[src/rtl/pt_walker.sv]
module pt_walker #(
  parameter int CTX_W = 8,
  parameter int L1_W  = 10,
  parameter int L2_W  = 10,
  parameter int OFF_W = 12
) (
  input  logic                          clk,
  input  logic                          rst_n,
  input  logic [31:0]                   root_base,
  input  logic                          miss_valid,
  input  logic [L1_W+L2_W+OFF_W-1:0]    miss_va,
  input  logic [CTX_W-1:0]              miss_ctx,
  input  logic                          flush,
  output logic                          busy,
  output logic                          mem_req_valid,
  output logic [31:0]                   mem_req_addr,
  input  logic                          mem_resp_valid,
  input  logic [31:0]                   mem_resp_data,
  output logic                          fill_valid,
  output logic [L1_W+L2_W-1:0]          fill_vpn,
  output logic [31-OFF_W:0]             fill_pfn,
  output logic [CTX_W-1:0]              fill_ctx,
  output logic [31:0]                   fill_pa,
  output logic                          retry,
  output logic                          fault_valid,
  output logic [L1_W+L2_W+OFF_W-1:0]    fault_va
);
  localparam int VA_W  = L1_W + L2_W + OFF_W;
  localparam int PFN_W = 32 - OFF_W;

  typedef enum logic [2:0] {
    S_IDLE, S_READ_L1, S_WAIT_L1, S_READ_L2, S_WAIT_L2, S_FILL, S_FAULT
  } state_t;

  state_t             state;
  logic [VA_W-1:0]    va_q;
  logic [CTX_W-1:0]   ctx_q;
  logic [PFN_W-1:0]   base_q;

  wire [L1_W-1:0] idx1 = va_q[VA_W-1 -: L1_W];
  wire [L2_W-1:0] idx2 = va_q[OFF_W +: L2_W];
  wire in_walk = (state == S_READ_L1) || (state == S_WAIT_L1) ||
                 (state == S_READ_L2) || (state == S_WAIT_L2);
  wire abort   = flush && in_walk;
  wire present = mem_resp_data[0];

  logic unused_bits;
  assign unused_bits = ^mem_resp_data[OFF_W-1:1];

  always_ff @(posedge clk) begin
    if (!rst_n) begin
      state  <= S_IDLE;
      va_q   <= '0;
      ctx_q  <= '0;
      base_q <= '0;
    end else if (abort) begin
      state <= S_IDLE;
    end else begin
      case (state)
        S_IDLE: if (miss_valid) begin
          va_q  <= miss_va;
          ctx_q <= miss_ctx;
          state <= S_READ_L1;
        end
        S_READ_L1: state <= S_WAIT_L1;
        S_WAIT_L1: if (mem_resp_valid) begin
          if (present) begin
            base_q <= mem_resp_data[31:OFF_W];
            state  <= S_READ_L2;
          end else state <= S_FAULT;
        end
        S_READ_L2: state <= S_WAIT_L2;
        S_WAIT_L2: if (mem_resp_valid) begin
          if (present) begin
            base_q <= mem_resp_data[31:OFF_W];
            state  <= S_FILL;
          end else state <= S_FAULT;
        end
        default: state <= S_IDLE;
      endcase
    end
  end

  assign busy          = (state != S_IDLE);
  assign mem_req_valid = ((state == S_READ_L1) || (state == S_READ_L2)) && !flush;
  assign mem_req_addr  = (state == S_READ_L1)
                       ? root_base + {{(30-L1_W){1'b0}}, idx1, 2'b00}
                       : {base_q, {OFF_W{1'b0}}} + {{(30-L2_W){1'b0}}, idx2, 2'b00};
  assign fill_valid    = (state == S_FILL);
  assign retry         = fill_valid;
  assign fill_vpn      = va_q[VA_W-1:OFF_W];
  assign fill_pfn      = base_q;
  assign fill_ctx      = ctx_q;
  assign fill_pa       = {base_q, va_q[OFF_W-1:0]};
  assign fault_valid   = (state == S_FAULT);
  assign fault_va      = va_q;

  assert_accept_R2: assert property (@(posedge clk) disable iff (!rst_n)
    (miss_valid && !busy) |=> busy);
  assert_req_pulse_R5: assert property (@(posedge clk) disable iff (!rst_n)
    mem_req_valid |=> !mem_req_valid);
  assert_idle_after_R9: assert property (@(posedge clk) disable iff (!rst_n)
    (fill_valid || fault_valid) |=> !busy);
  assert_flush_abort_R10: assert property (@(posedge clk) disable iff (!rst_n)
    (busy && flush && !fill_valid && !fault_valid) |=> (!busy && !fill_valid && !fault_valid));
  assert_one_outcome_R8: assert property (@(posedge clk) disable iff (!rst_n)
    fill_valid |=> !fill_valid && !fault_valid);
endmodule

[config.mk]
export PLATFORM = sky130hd
export DESIGN_NAME = pt_walker
export DESIGN_NICKNAME = d
export VERILOG_FILES = /design/src/rtl/pt_walker.sv
export SDC_FILE = /design/constraint.sdc
export NUM_CORES = 1
export LEC_CHECK = 0
export BUFFER_PORTS_ARGS = -buffer_cell sky130_fd_sc_hd__buf_4
export CAP_MARGIN = 20
export CORE_AREA = 2 2 99 101
export CTS_BUF_LIST = sky130_fd_sc_hd__clkbuf_4
export DETAILED_ROUTE_END_ITERATION = 7
export DIE_AREA = 0 0 101 103
export GPL_TIMING_DRIVEN = 0
export PLACE_DENSITY = 0.82
export RECOVER_POWER = 50
export REMOVE_ABC_BUFFERS = 1
export SYNTH_ARGS = -nofsm -noshare
export SYNTH_HDL_FRONTEND = slang
export SYNTH_SLANG_ARGS = --single-unit
export TNS_END_PERCENT = 5
[constraint.sdc]
create_clock -name clk -period 3.4 [get_ports clk]
set_clock_uncertainty 0.05 [all_clocks]
set_input_delay 0.68 -clock clk [delete_from_list [all_inputs] [get_ports clk]]
set_output_delay 0.68 -clock clk [all_outputs]
set_load 0.01 [all_outputs]
==> results of run 1 <==
-- worst max-delay path, delay by kind of cell --
kind | cells | cell delay, ns
buffers and inverters | 2 | 0.27
adders and majority gates | 1 | 0.34
AOI/OAI and AO/OA | 2 | 0.50
and+or+nand+nor | 3 | 0.59
xor gates and xnor gates | 1 | 0.16
-- synth_stat cells, drive strengths merged (3+ instances only) --
master / instances
nor2: 16
and2: 3
nand4: 6
o21a: 4
and3: 7
a21boi: 61
o21ai: 36
nand2: 160
xnor2: 14
nand3: 4
a21o: 3
xor2: 16
clkbuf: 22
buf: 61
inv: 5
dfxtp: 63
ha: 10
nor4b: 3
nor3: 5
a21oi: 7
-- layout make-up --
| class | count | area [um^2] |
|---|---|---|
| Multi-Input combinational cell | 381 | 2370 |
| Timing Repair Buffer | 252 | 1880 |
| Clock inverter | 7 | 97.6 |
| Clock buffer | 9 | 67.6 |
| Inverter | 5 | 18.8 |
| Tap cell | 114 | 143 |
| Sequential cell | 63 | 1270 |
| Fill cell | 829 | 3610 |
-- cells by family (layout without fill, tap and decap cells) --
| logic type | count (synthesis) | count (layout) | share of synthesized area [%] |
|---|---|---|---|
| fa+ha+maj | 11 | 11 | 3.59 |
| simple gates | 218 | 218 | 25.3 |
| buf+inv | 88 | 273 | 13.5 |
| mux | 2 | 2 | 0.557 |
| compound gates | 118 | 120 | 19.3 |
| flops | 63 | 63 | 31.2 |
| xor+xnor | 30 | 30 | 6.50 |
-- worst max path at each step --
stage,start,to,slack [ns]
after detailed placement,root_base[2],mem_req_addr[16],-0.63
after global placement,root_base[2],mem_req_addr[14],-0.63
after CTS,fault_va[29],mem_req_addr[27],-0.01
after global routing,fault_va[22],mem_req_addr[20],-0.03
final,root_base[9],mem_req_addr[29],0.13
after floorplan,root_base[2],mem_req_addr[16],-0.09
-- what timing repair did --
| action | in CTS | in global routing |
|---|---|---|
| gates resized for setup | 14 | 14 |
| endpoints found under the setup margin | 22 | 21 |
| buffers inserted | 0 | 3 |
| pin swaps | 6 | 7 |
| gates cloned | 2 | 0 |
-- per-layer routing --
layer  up-vias  part of all wire (%)  GRT usage [%]  wire length, um
met2       176                    52           41.6             6260
met4         0                   2.3           8.32              281
met5         -                     0              0                0
met3        18                   7.2           4.34              878
li1       2072                     -              -                -
met1      1859                    39           24.3             4720
-- flip-flops by register name (all words and copies together), names as in the netlist --
signal,flops
fault_va,32
state,3
fill_ctx,8
fill_pfn,20
-- where the power goes --
part	internal (mW)	switching, mW
Sequential	0.772	0.0354
Combinational	0.283	0.273
Clock	0.299	0.312
Total	1.35	0.620
-- metrics by stage --
step / util, % / instances / worst slack, ns
2_1_floorplan: - / 447 / -0.0941
3_3_place_gp: 58.2 / 807 / -0.627
3_5_place_dp: 58.7 / 809 / -0.631
4_1_cts: 61.2 / 827 / -0.0133
5_1_grt: 61.8 / 831 / -0.0265
6_report: 61.8 / 831 / 0.130
==> impl_results.md, run 1 <==
- Status: finished with violations
- Failing checks: max-capacitance violations, max-slew violations
- R2r endpoint: fill_pfn[14]
- First-pass GRT wire length: 18000 um
- Clock sink count: 63
- Synth top area share: 31.2%
- CP Class: in -> out
- Max-cap violations: 1
- Final period utilization: 96.2%
- # hold bufs at CTS: 0
- Placed cell areas: 0.00555 mm^2
- Routed WL: 12100 um
- DRC viols: 0
- Die area: 0.0104 mm^2
- Critical Path RT: 2.67 ns
- DIE HEIGHT: 103 um
- Post-layout net count: 832
- Slew HR: -52.3%
- CP max FO: 5
- Fin. max-slew vios: 63
- Layout area overhead: 44.6%
- Max VDD drop: 0.000242 V
- Seq/Total Area, Yosys: 31.2%
- Worst-path clk slew: 0.12 ns
- CTS Root Cell: clkbuf_4
- Detailed placer's ending HPWL: 8880 um
- CP endpoint kind: output pin
- Worst Reg-to-Reg Cells: 4
- Post-synth EDFFs: 0
- Via count: 4125
- CTS tree: built
- End of the worst hold path: fill_ctx[5]
- Leak: 2.63 nW
- CP dominant cell by count: buf_4
- Commonest cells after routing, fill and taps aside: buf_4, nand2_1, a21boi_0, dfxtp_1, o21ai_0
- Clk_lat worst skew: 0.42 ns
- CP arrival: 2.54 ns
- Worst r2r src: state[2]
- Initial core utilization: 42.7%
- WHS Path Cells: 2
- DR WL/cell: 14.6 um
- Crit path launch type: input port
- # setup viols final: 0
- Synth Instances: 530
- Syn Area/Cell: 7.63 um^2
- Power per cell area: 338 mW/mm^2
- Synth area leader: dfxtp_1
- Initial antenna violation count: 0
- TritonRoute pass-1 iters: 4
- Worst-path cell chain: buf_4 > ha_1 > and3_2 > nand3_2 > o211ai_4 > nand4_1 > xor2_1 > o21ai_0 > buf_4
- Hold Crit Class: reg -> reg
- Yosys Warn Count: 0
- Ys flop type: dfxtp_1
- Slowest CP cell: ha_1
- Final setup TNS: 0 ns
- Row cnt: 36
- Core area: 0.00946 mm^2
- Asr flop ratio synth: 0%
- Synth top area cells: dfxtp_1, nand2_1, a21boi_0
- WHS: 0.427 ns
- Inserted Diodes: 0
- Placer Congestion: 0.848
- Grt ovf: 0
- Width of the die: 101 um
- Syn Std Cell Area: 0.00404 mm^2
- Pin count of the biggest net entering global routing: 63
- Design area: 0.00584 mm^2
- Slowest cell delay on critical path: 0.34 ns
- I/O pin total: 258
- TritonCTS buffer count: 9
- Number of H-tree levels: 3
- Vias/cell: 4.96
- Routed Antenna Nets: 0
- Least-Margin Pin Slew: 2.28 ns
- Layout cells sized above 1: 39.6%
- Clock Path Buffers: 2
- Hold Path Origin: fill_ctx[5]
- Iter 0 DRT Violations: 93
- Hold Fails Final Rpt: 0
- Final worst path period need: 3.27 ns
- IO buf count: 246
- Commonest non-fill, non-tap cell in the layout: buf_4
- All-layer global routing usage: 22.0%
- #FFs+latches synth: 63
- Vias in the first global route: 3775
- Total Power: 1.97 mW
- RSZ-0062 raised after global routing: yes
- Yosys cell types: 47
- Peak Freq: 306 MHz
- Internal reg-to-reg setup slack: 1.14 ns
(Power assumes the default switching activity.)
==> run 2: changes to the inputs <==
Settings changed: CELL_PAD_IN_SITES_DETAIL_PLACEMENT from default to 1, CELL_PAD_IN_SITES_GLOBAL_PLACEMENT from default to 1, CORE_AREA 2 2 99 101 to 2 2 120 122, DIE_AREA 0 0 101 103 to 0 0 122 124, PLACE_DENSITY 0.82 to default, PLACE_DENSITY_LB_ADDON from default to 0.1.
==> run 2 against run 1 <==
  * Largest cell class unchanged
  * Combinational power up 2%
  * Non-clock buffer count unchanged
  * Utilization down 19 points
  * Sequential power about the same
  * The flow now finishes without violations
  * Via count up 0.97%
  * Worst setup slack worse by 0.045 ns
  * Critical path type is now reg -> out
  * Count of clock-buffer cells in the layout up 1
  * Register-to-register slack better by 0.13 ns
  * Design area up 1.6%
  * Critical path depth up 1
  * Wire length up 16%
  * Sequential share of layout area down 0.35 points
==> impl_results.md, run 2 (synthesis results as in run 1) <==
- Slowest cell delay on critical path: 0.36 ns (was 0.34 ns)
- Grt ovf: 0 (unchanged)
- CTS tree: built (unchanged)
- DRC viols: 0 (unchanged)
- Clk_lat worst skew: 0.44 ns (was 0.42 ns)
- Pin count of the biggest net entering global routing: 63 (unchanged)
- CTS Root Cell: clkbuf_4 (unchanged)
- Inst Count DP: 875 (was 809)
- Iter 0 DRT Violations: 163 (was 93)
- Slew HR: 38.4% (was -52.3%)
- Worst-path clk slew: 0.12 ns (about the same)
- TritonRoute pass-1 iters: 4 (unchanged)
- Design area: 0.00594 mm^2 (was 0.00584 mm^2)
- Comb power frac: 29.5% (was 28.2%)
- Max VDD drop: 0.000153 V (was 0.000242 V)
- # hold bufs at CTS: 0 (unchanged)
- Number of H-tree levels: 3 (unchanged)
- IO buf count: 246 (unchanged)
- WHS Path Cells: 2 (unchanged)
- Slowest CP cell: dfxtp_2 (was ha_1)
- Final worst setup slack: 0.0852 ns (was 0.130 ns)
- Power per cell area: 322 mW/mm^2 (was 338 mW/mm^2)
- DR WL/cell: 15.7 um (was 14.6 um)
- Vias/cell: 4.64 (was 4.96)
- TritonCTS buffer count: 9 (unchanged)
- Finished Layout Cells: 897 (was 831)
- Peak Freq: 302 MHz (was 306 MHz)
- CP max FO: 5 (unchanged)
- CP arrival: 2.58 ns (was 2.54 ns)
- Worst Reg-to-Reg Cells: 4 (unchanged)
- Worst-path cell chain: ha_4 > fa_2 > a21o_1 > a21boi_4 > o21a_4 > buf_4 > nor4b_4 > xnor2_1 > o21ai_1 > buf_4 (was buf_4 > ha_1 > and3_2 > nand3_2 > o211ai_4 > nand4_1 > xor2_1 > o21ai_0 > buf_4)
- All-layer global routing usage: 18.6% (was 22.0%)
- Crit path launch type: register (was input port)
- CP endpoint kind: output pin (unchanged)
- Vias in the first global route: 4350 (was 3775)
- Commonest cells after routing, fill and taps aside: buf_4, nand2_1, a21boi_0, dfxtp_1, o21ai_0 (unchanged)
- Placed cell areas: 0.00564 mm^2 (was 0.00555 mm^2)
- Max-cap violations: 0 (was 1)
- Clock Path Buffers: 2 (unchanged)
- Flop pwr share: 42.3% (was 40.9%)
- Layout cells sized above 1: 40.8% (was 39.6%)
- WHS: 0.426 ns (was 0.427 ns)
- Initial antenna violation count: 1 (was 0)
- Core area: 0.0137 mm^2 (was 0.00946 mm^2)
- I/O pin total: 258 (unchanged)
- Total Power: 1.91 mW (was 1.97 mW)
- Critical Path RT: 2.67 ns (about the same)
- CP Class: reg -> out (was in -> out)
- Least-Margin Pin Slew: 0.924 ns (was 2.28 ns)
- Routed Antenna Nets: 0 (unchanged)
- Initial core utilization: 29.5% (was 42.7%)
- Hold Crit Class: reg -> reg (unchanged)
- Max FFs per register: 32 (unchanged)
- Detailed placer's ending HPWL: 10400 um (was 8880 um)
- Status: finished clean (was finished with violations)
- Clock sink count: 63 (unchanged)
- Sw Share: 32.7% (was 31.4%)
- Hold Fails Final Rpt: 0 (unchanged)
- Final setup TNS: 0 ns (unchanged)
- DP Worst Slack: -0.684 ns (was -0.631 ns)
- First-pass GRT wire length: 21900 um (was 18000 um)
- Pint: 1.29 mW (was 1.35 mW)
- Net Sw Power: 0.625 mW (was 0.620 mW)
- Layout area overhead: 46.8% (was 44.6%)
- Row cnt: 43 (was 36)
- Leak: 2.62 nW (was 2.63 nW)
- Final worst path period need: 3.31 ns (was 3.27 ns)
- Routed WL: 14100 um (was 12100 um)
- Fin. max-slew vios: 0 (was 63)
- Post-layout net count: 831 (was 832)
- Placer Congestion: 0.764 (was 0.848)
- RSZ-0062 raised after global routing: yes (unchanged)
- # setup viols final: 0 (unchanged)
- Clk pwr share: 28.1% (was 30.9%)
- Via count: 4165 (was 4125)
- Final period utilization: 97.5% (was 96.2%)
- CP dominant cell by count: buf_4 (unchanged)
- Die area: 0.0151 mm^2 (was 0.0104 mm^2)
- Final Core Density: 43.3% (was 61.8%)
- Width of the die: 122 um (was 101 um)
- DIE HEIGHT: 124 um (was 103 um)
- Commonest non-fill, non-tap cell in the layout: buf_4 (unchanged)
==> run 2: power by group through the flow <==
stage / logic (mW) / clock network [mW] / registers [mW]
global placement: 0.523 / 0 / 0.822
floorplan: 0.202 / 0 / 0.845
CTS: 0.573 / 0.566 / 0.809
finish: 0.565 / 0.538 / 0.810
detailed placement: 0.535 / 0 / 0.824
global route: 0.626 / 0.599 / 0.816
==> run 2: routing by layer <==
| metal | global-route usage [%] | vias to the layer above | wire length (um) |
|---|---|---|---|
| li1 | - | 2066 | - |
| met1 | 21.7 | 1926 | 5930 |
| met2 | 33.2 | 161 | 6850 |
| met3 | 4.72 | 12 | 1100 |
| met4 | 6.25 | 0 | 188 |
| met5 | 0 | - | 0 |
==> run 2: layout make-up <==
| cell class | count | area [um^2] |
|---|---|---|
| fillers | 1688 | 7780 |
| multi-input cells | 380 | 2390 |
| repair buffers | 252 | 1900 |
| flip-flops and latches | 63 | 1270 |
| well taps | 180 | 225 |
| clock buffers | 10 | 75.1 |
| clock inverters | 6 | 61.3 |
| inverters | 5 | 18.8 |
| diodes | 1 | 2.50 |
==> run 2: worst paths after layout <==
path | start | end | slack (ns)
setup reg to reg | state[2] | fill_pfn[16] | 1.27
setup / recovery | fault_va[22] | mem_req_addr[28] | 0.09
hold reg to reg | fill_ctx[5] | fill_ctx[5] | 0.43
hold / removal | fill_ctx[5] | fill_ctx[5] | 0.43
==> run 2: timing repair <==
item | 4_1_cts | 5_1_grt
setup buffers | 4 | 0
setup endpoints to repair | 22 | 21
cloned | 1 | 0
resized for setup | 19 | 18
pin swaps | 4 | 3
==> run 2: worst max-delay path, delay by kind of cell, from the launching register on <==
family | cells | cell delay (ns)
AND/OR/NAND/NOR | 1 | 0.04
adder cells (fa/ha/maj) | 2 | 0.53
AO/OA/AOI/OAI | 4 | 0.80
XOR/XNOR | 1 | 0.15
flip-flops | 1 | 0.36
buffers and inverters | 2 | 0.27
==> run 3: changes to the inputs <==
Settings changed: MAX_ROUTING_LAYER from default to met4.
==> run 3 against run 2 <==
  * Count of clock-buffer cells in the layout unchanged
  * Sequential power hardly changed
  * Die area did not move
  * Clock power about the same
  * Largest cell class unchanged
==> impl_results.md, run 3 (synthesis results as in run 1) <==
- Least-Margin Pin Slew: 0.926 ns (was 0.924 ns)
- Clock sink count: 63 (unchanged)
- Vias/cell: 4.64 (about the same)
- Detailed placer's ending HPWL: 10400 um (unchanged)
- Routed WL: 14100 um (about the same)
- Grt ovf: 0 (unchanged)
- TritonRoute pass-1 iters: 4 (unchanged)
- CP endpoint kind: output pin (unchanged)
- CP arrival: 2.59 ns (was 2.58 ns)
- Crit path launch type: register (unchanged)
- CTS tree: built (unchanged)
- # setup viols final: 0 (unchanged)
- WHS: 0.426 ns (about the same)
- Final setup TNS: 0 ns (unchanged)
- Routed Antenna Nets: 0 (unchanged)
- Number of H-tree levels: 3 (unchanged)
- Status: finished clean (unchanged)
- IO buf count: 246 (unchanged)
- Placer Congestion: 0.774 (was 0.764)
- CTS Root Cell: clkbuf_4 (unchanged)
- Power per cell area: 322 mW/mm^2 (about the same)
- Pin count of the biggest net entering global routing: 63 (unchanged)
- Inst Count DP: 875 (unchanged)
- Post-layout net count: 831 (unchanged)
- Slew HR: 38.3% (was 38.4%)
- Worst-path clk slew: 0.12 ns (about the same)
- Initial core utilization: 29.5% (unchanged)
- CP Class: reg -> out (unchanged)
- Vias in the first global route: 4367 (was 4350)
- Row cnt: 43 (unchanged)
- DRC viols: 0 (unchanged)
- Via count: 4160 (was 4165)
- Final period utilization: 97.5% (about the same)
- I/O pin total: 258 (unchanged)
- Die area: 0.0151 mm^2 (unchanged)
- Final worst path period need: 3.32 ns (was 3.31 ns)
- Max-cap violations: 0 (unchanged)
- Layout area overhead: 46.8% (unchanged)
- Commonest cells after routing, fill and taps aside: buf_4, nand2_1, a21boi_0, dfxtp_1, o21ai_0 (unchanged)
- TritonCTS buffer count: 9 (unchanged)
- Clock Path Buffers: 2 (unchanged)
- DR WL/cell: 15.7 um (about the same)
- Max VDD drop: 0.000152 V (was 0.000153 V)
- Finished Layout Cells: 897 (unchanged)
- Fin. max-slew vios: 0 (unchanged)
- Iter 0 DRT Violations: 162 (was 163)
- Initial antenna violation count: 1 (unchanged)
- # hold bufs at CTS: 0 (unchanged)
- Critical Path RT: 2.67 ns (about the same)
- Core area: 0.0137 mm^2 (unchanged)
- Commonest non-fill, non-tap cell in the layout: buf_4 (unchanged)
- All-layer global routing usage: 19.1% (was 18.6%)
- DIE HEIGHT: 124 um (unchanged)
- Width of the die: 122 um (unchanged)
- Hold Fails Final Rpt: 0 (unchanged)
- Leak: 2.62 nW (unchanged)
- CP max FO: 5 (unchanged)
- First-pass GRT wire length: 21800 um (was 21900 um)
- Internal reg-to-reg setup slack: 1.27 ns (about the same)
- Final Core Density: 43.3% (unchanged)
- Hold Crit Class: reg -> reg (unchanged)
- Layout cells sized above 1: 40.8% (unchanged)
- RSZ-0062 raised after global routing: yes (unchanged)
- Max FFs per register: 32 (unchanged)
- Layout fillers: 1688 (unchanged)
- Peak Freq: 302 MHz (about the same)
- Clk_lat worst skew: 0.44 ns (about the same)
## run 3: critical path, stage by stage, from the launching register on
cell,delay [ns]
dfxtp_2,0.36
ha_4,0.18
fa_2,0.35
a21o_1,0.21
a21boi_4,0.25
o21a_4,0.21
buf_4,0.13
nor4b_4,0.04
xnor2_1,0.15
o21ai_1,0.13
buf_4,0.14
## run 3: area by class of cell
| type | instances | area, um^2 | area share (%) |
|---|---|---|---|
| Antenna cell | 1 | 2.50 | 0.0422 |
| Inverter | 5 | 18.8 | 0.316 |
| Sequential cell | 63 | 1270 | 21.3 |
| Clock buffer | 10 | 75.1 | 1.26 |
| Multi-Input combinational cell | 380 | 2390 | 40.2 |
| Tap cell | 180 | 225 | 3.79 |
| Timing Repair Buffer | 252 | 1900 | 32.0 |
| Clock inverter | 6 | 61.3 | 1.03 |
## run 3: final timing paths
kind	startpoint	to	depth (start not counted)
worst min register to register	fill_ctx[5]	fill_ctx[5]	2
worst max register to register	state[2]	fill_pfn[16]	4
worst max-delay path	fault_va[22]	mem_req_addr[28]	10
worst min-delay path	fill_ctx[5]	fill_ctx[5]	2
## run 3: timing repair
item	CTS	global route
gates resized for setup	19	18
buffers inserted	4	0
endpoints found under the setup margin	22	21
cloned	1	0
pin swaps	4	3
## run 3: power by group
part	leakage, nW	total (mW)	switching [mW]	internal [mW]
sequential	0.516	0.810	0.0369	0.773
clock	0.0661	0.537	0.309	0.228
combinational	2.04	0.565	0.278	0.287
## run 3: through the flow
| stage | power (mW) | setup WS (ns) | cell area [um^2] |
|---|---|---|---|
| 2_1_floorplan | 1.05 | -0.0941 | 3520 |
| 3_3_place_gp | 1.35 | -0.724 | 5590 |
| 3_5_place_dp | 1.36 | -0.684 | 5640 |
| 4_1_cts | 1.95 | 0.00381 | 5930 |
| 5_1_grt | 2.04 | -0.0659 | 5940 |
| 6_report | 1.91 | 0.0845 | 5940 |
## run 3: metal layers
metal | part of all wire [%] | vias to the layer above | track usage, %
met5 | 0 | - | -
met4 | 1.3 | 0 | 6.25
met3 | 6.6 | 12 | 3.57
met2 | 49 | 161 | 33.2
met1 | 43 | 1920 | 22.4
li1 | - | 2067 | -
